`config.mk`:
```
export PLATFORM = sky130hd
export DESIGN_NAME = gather_line_coalescer
export DESIGN_NICKNAME = d
export VERILOG_FILES = /design/src/rtl/coalesce_pkg.sv /design/src/rtl/coalesce_lane_picker.sv /design/src/rtl/coalesce_line_matcher.sv /design/src/rtl/gather_line_coalescer.sv
export SDC_FILE = /design/constraint.sdc
export NUM_CORES = 2
export LEC_CHECK = 0
export ABC_AREA = 1
export BUFFER_PORTS_ARGS = -buffer_cell sky130_fd_sc_hd__clkbuf_2
export CAP_MARGIN = 10
export CORE_ASPECT_RATIO = 0.75
export CORE_MARGIN = 4
export CORE_UTILIZATION = 45
export CTS_CLUSTER_DIAMETER = 150
export DETAILED_ROUTE_END_ITERATION = 8
export PLACE_DENSITY = 0.76
export SLEW_MARGIN = 25
export SYNTH_ARGS = -nofsm -noshare
export SYNTH_HDL_FRONTEND = slang
export SYNTH_SLANG_ARGS = --single-unit
```
`constraint.sdc`:
```
create_clock -name clk -period 8.3 [get_ports clk]
set_input_delay 1.245 -clock clk [delete_from_list [all_inputs] [get_ports clk]]
set_output_delay 1.245 -clock clk [all_outputs]
set_load 0.02 [all_outputs]
```
`src/rtl/coalesce_pkg.sv`:
```
// Package: coalesce_pkg
// Shared default geometry for the gather line coalescer.
// Assumes power-of-two line and element sizes.
package coalesce_pkg;
    parameter int unsigned DEF_LANES      = 16;
    parameter int unsigned DEF_ADDR_W     = 32;
    parameter int unsigned DEF_LINE_BYTES = 64;
    parameter int unsigned DEF_ELEM_BYTES = 4;
endpackage

```
`src/rtl/coalesce_lane_picker.sv`:
```
// Module: coalesce_lane_picker
// Finds the lowest-numbered lane still pending. This lane picks the
// cacheline for the current cycle.
// Assumes: a caller ignores the result when no lane is pending (the index is 0 then).
module coalesce_lane_picker #(
    parameter int unsigned LANES = 16,
    parameter int unsigned IDX_W = 4
) (
    input  logic [LANES-1:0] pend,
    output logic [IDX_W-1:0] lead_idx
);
    // Priority search, lowest lane wins.
    always_comb begin
        lead_idx = '0;
        for (int i = LANES - 1; i >= 0; i--) begin
            if (pend[i]) lead_idx = IDX_W'(i);
        end
    end
endmodule

```
`src/rtl/coalesce_line_matcher.sv`:
```
// Module: coalesce_line_matcher
// Takes the line tag of the lead lane. It builds the aligned line
// address and marks every pending lane whose address lies in that line.
// Assumes: lead_idx names a pending lane whenever the result is used.
module coalesce_line_matcher #(
    parameter int unsigned LANES      = 16,
    parameter int unsigned ADDR_W     = 32,
    parameter int unsigned LINE_SHIFT = 6,
    parameter int unsigned IDX_W      = 4
) (
    input  logic [LANES*ADDR_W-1:0] addrs,
    input  logic [LANES-1:0]        pend,
    input  logic [IDX_W-1:0]        lead_idx,
    output logic [ADDR_W-1:0]       line_addr,
    output logic [LANES-1:0]        hits
);
    localparam int unsigned TAG_W = ADDR_W - LINE_SHIFT;

    logic [TAG_W-1:0] lead_tag;
    int unsigned      lead_base;

    // Select the lead lane's tag.
    always_comb begin
        lead_base = 32'(lead_idx) * ADDR_W;
        lead_tag  = addrs[lead_base + LINE_SHIFT +: TAG_W];
    end

    assign line_addr = {lead_tag, {LINE_SHIFT{1'b0}}};

    // One tag comparator per lane.
    for (genvar g = 0; g < LANES; g++) begin : g_cmp
        logic lsb_unused;
        assign lsb_unused = ^addrs[g*ADDR_W +: LINE_SHIFT];
        assign hits[g] = pend[g] &&
                         (addrs[g*ADDR_W + LINE_SHIFT +: TAG_W] == lead_tag);
    end
endmodule

```
`src/rtl/gather_line_coalescer.sv`:
```
// Module: gather_line_coalescer
// Splits one SIMD gather/scatter request into one request per distinct
// cacheline, one line per cycle. The lowest pending lane leads each line.
// Assumes: lane addresses are element aligned (bits below the element
// size do not matter). Synchronous active-low reset.
module gather_line_coalescer
    import coalesce_pkg::*;
#(
    parameter int unsigned LANES      = DEF_LANES,
    parameter int unsigned ADDR_W     = DEF_ADDR_W,
    parameter int unsigned LINE_BYTES = DEF_LINE_BYTES,
    parameter int unsigned ELEM_BYTES = DEF_ELEM_BYTES
) (
    input  logic                                              clk,
    input  logic                                              rst_n,
    input  logic                                              req_valid,
    input  logic [LANES-1:0]                                  req_active,
    input  logic [LANES*ADDR_W-1:0]                           req_addr,
    output logic                                              req_ready,
    output logic                                              line_valid,
    output logic [ADDR_W-1:0]                                 line_addr,
    output logic [LANES-1:0]                                  line_mask,
    output logic [LANES*$clog2(LINE_BYTES/ELEM_BYTES)-1:0]    line_offs,
    output logic                                              done
);
    localparam int unsigned LINE_SHIFT = $clog2(LINE_BYTES);
    localparam int unsigned ELEM_SHIFT = $clog2(ELEM_BYTES);
    localparam int unsigned OFF_W      = LINE_SHIFT - ELEM_SHIFT;
    localparam int unsigned IDX_W      = (LANES > 1) ? $clog2(LANES) : 1;

    logic                    busy_q;
    logic                    empty_q;
    logic [LANES-1:0]        pend_q;
    logic [LANES*ADDR_W-1:0] addr_q;
    logic [IDX_W-1:0]        lead_idx;
    logic [LANES-1:0]        hits;
    logic                    last_line;
    logic                    accept;

    coalesce_lane_picker #(
        .LANES (LANES),
        .IDX_W (IDX_W)
    ) i_picker (
        .pend     (pend_q),
        .lead_idx (lead_idx)
    );

    coalesce_line_matcher #(
        .LANES      (LANES),
        .ADDR_W     (ADDR_W),
        .LINE_SHIFT (LINE_SHIFT),
        .IDX_W      (IDX_W)
    ) i_matcher (
        .addrs     (addr_q),
        .pend      (pend_q),
        .lead_idx  (lead_idx),
        .line_addr (line_addr),
        .hits      (hits)
    );

    // Handshake and completion decode.
    always_comb begin
        last_line  = busy_q && ((pend_q & ~hits) == '0);
        req_ready  = !busy_q || last_line;
        accept     = req_valid && req_ready;
        line_valid = busy_q;
        line_mask  = busy_q ? hits : '0;
        done       = last_line || empty_q;
    end

    // Per-lane dword offset within the line.
    for (genvar g = 0; g < LANES; g++) begin : g_off
        assign line_offs[g*OFF_W +: OFF_W] = addr_q[g*ADDR_W + ELEM_SHIFT +: OFF_W];
    end

    // Request capture and per-cycle retirement of covered lanes.
    always_ff @(posedge clk) begin
        if (!rst_n) begin
            busy_q  <= 1'b0;
            empty_q <= 1'b0;
            pend_q  <= '0;
            addr_q  <= '0;
        end else begin
            empty_q <= accept && (req_active == '0);
            if (accept) begin
                addr_q <= req_addr;
                pend_q <= req_active;
                busy_q <= |req_active;
            end else if (busy_q) begin
                pend_q <= pend_q & ~hits;
                busy_q <= !last_line;
            end
        end
    end
endmodule

```
==> impl_results.md <==
- Die Area: around 70000 sq um
- Worst Reg-to-Reg Cells: 37
- Hold depth: 2
- Nets: just under 6000
- TNS Setup: 0 ns
- Cell mode on critical path: nand2_1
- Hold Fails Final Rpt: 0
- Vias per cell: roughly 5.4
- Io pins: 646
- Slowest cell on the critical path: buf_4
- Fin util: 0.526
- First-pass GRT wire length: between 150000 and 200000 um
- GRT overflow: 0
- Post-Synth Adder-Cell Area: 0
- Slew @ Worst Pin: 1.06 ns
- WP data required: between 7 and 8 ns
- Worst min-delay path endpoint: addr_q[195]
- Number of port buffers: a little over 600
- DR vias: ~34000
- Slew Viols, Final: 0
- Min-delay src: addr_q[195]
- Crit start category: flip-flop
- Post-Route WL: 131000 um
- Crit Reg-Reg Endpoint: addr_q[57]
- Core area: approximately 65000 sq um
- Clk Latency, worst-skew pair: approximately 0.61 ns
- DP Worst Slack: about 1.4 ns
- Clk_skew: approximately 0.031 ns
- Max frequency: approximately 130 MHz
- Reg2reg start: pend_q[13]
- Status: finished clean
- Finished Layout Cells: slightly above 6000
- Area Growth Syn to Fin: 15.4%
- Worst setup path category: reg2out
- Die width: between 300 and 400 um
- Inst Count DP: ~6100
- WL/cell: about 21 um
- Clock buffer count from CTS: between 50 and 60
- Worst min path class: reg2reg
- Crit Path Max Fanout: 54
- Commonest non-fill, non-tap cells in the layout: nor2_1 (1133), nand2_1 (1110), nand3_1 (714)
- DP Wirelength: around 100000 um
- Initial antenna violation count: 1
- Hold buffers post-CTS: 0
- Post-Syn Area: 29800 sq um
- Pin count of the biggest net entering global routing: around 220
- Post-route clock period utilization: 0.917
- Clock slew at reported path FFs: around 0.060 ns
- TritonRoute pass-1 iters: 6
- DRC Markers: 0
- Final Critical Period: around 7.6 ns
- Critical Path Max Stage Delay: ~0.60 ns
- Largest family of logic cells by synthesized area: simple AND/OR/NAND/NOR gates
- Syn avg cell area: between 6 and 7 sq um
- Final setup viols: 0
- Ys Warns: 0
- Compound-Gate Fraction of Synth Area: 0.0878
- Setup ws final: about 0.69 ns
- Vias in the first global route: about 30000
- Post-Synth XOR/XNOR Area: 0.0241
- # diodes: 0
- Simple-gate share of the synthesized area: 0.443
- CTS Root Buffer Type: clkbuf_16
- Gpl congestion: approximately 1.0
- Mux contribution to synthesized area: 0
- Worst vdd rail ir drop: approximately 0.17 mV
- GRT Util Overall: 0.352
- FP Rows: 81
- Crit path arrival time: about 6.4 ns
- # clock sinks: between 400 and 500
- CP Capture Type: primary output
- Slew headroom: 0.293
- Most common cell after layout, fill and taps aside: nor2_1
- Lkg Pwr: 16.3 nW
- Post-CTS setup buffer count: 0
- Post-route antenna net violation count: 0
- Seq/Total Area, Yosys: 0.335
- Layout cells sized above 1: 0.156
- Chip height: 231 um
- Post-CTS Resized: 0
- RSZ-0062 raised after global routing: false
- Initial DRC count: 4227
- Max Cap Viol: 0
- Clock Tree Buf Depth: 3
- Distinct cells, synth: 30
- Htree depth: 2
- Final total power: ~10 mW
- Register-to-Register Setup Slack: about 1.1 ns
- Power Density: ~290 nW/um^2
- Post-Syn Instances: ~5000
- CTS tree: done
- Yosys reg bits: about 500
- Initial core utilization: 0.456
==> metrics by stage <==
stage,hold WS [ns],instance area (sq um)
after floorplan,0.455,29800
after global placement,0.461,32600
after detailed placement,0.471,32600
after CTS,0.486,34400
after global routing,0.501,34400
final,0.481,34400
==> worst max-delay path: cells and delay by family (launching register included) <==
kind,cells,cell delay [ns]
simple gates,28,4.02
compound gates,1,0.37
buf+inv,3,0.91
flops,1,0.37
==> cell type report <==
cell class	count	area (sq um)
multi-input combinational	3722	16600
inverter	323	1220
tap	871	1090
clock inverter	20	245
fill	6846	31000
clock buffer	72	1500
timing repair buffer	669	3740
sequential	498	9970
==> cell usage after synthesis (all sizes together) <==
cell	n	area [sq um]
clkinv	4	15.0
nor4	8	50.1
nand3b	75	563
nand2	1136	4330
o22ai	10	62.6
o31ai	1	7.51
conb	1	3.75
o211ai	1	7.51
clkbuf	152	571
xor2	40	350
buf	226	1510
o21ai	483	2420
nand3	746	3890
nor3	16	80.1
dfxtp	498	9970
inv	319	1200
nand4	3	18.8
a21oi	21	109
a21boi	1	7.51
nor2	1133	4250
xnor2	42	368
==> layer usage <==
metal	up-vias	track usage	routed length [um]
met3	293	0.101	15000
met4	2	0.136	5950
li1	16300	-	-
met5	-	0	20
met1	15300	0.461	52700
met2	1736	0.551	57400
==> cell families after synthesis <==
family                 Yosys count
flip-flops                     498
AO/OA/AOI/OAI                  517
AND/OR/NAND/NOR               3117
XOR/XNOR                        82
other                            1
buffers and inverters          701
==> how the worst max path moves through the flow <==
| stage | start | endpoint | slack, ns | cells after the start |
|---|---|---|---|---|
| final | pend_q[13] | req_ready | 0.69 | 32 |
| after global placement | pend_q[15] | addr_q[274] | 1.51 | 37 |
| after global routing | pend_q[14] | done | 0.38 | 36 |
| after detailed placement | pend_q[5] | addr_q[57] | 1.42 | 24 |
| after CTS | pend_q[5] | req_ready | 0.92 | 19 |
| after floorplan | pend_q[14] | done | 3.61 | 34 |
==> report_power, final <==
group / internal (mW) / switching, mW
clock network: 1.41 / 1.04
registers: 2.62 / 0.281
logic: 1.30 / 3.42
==> sequential cells by signal, indices dropped and copies added, names as in the netlist <==
register and cells:
addr_q 480, pend_q 16, empty_q 1, line_valid 1
Power figures use the tool's default switching activity.
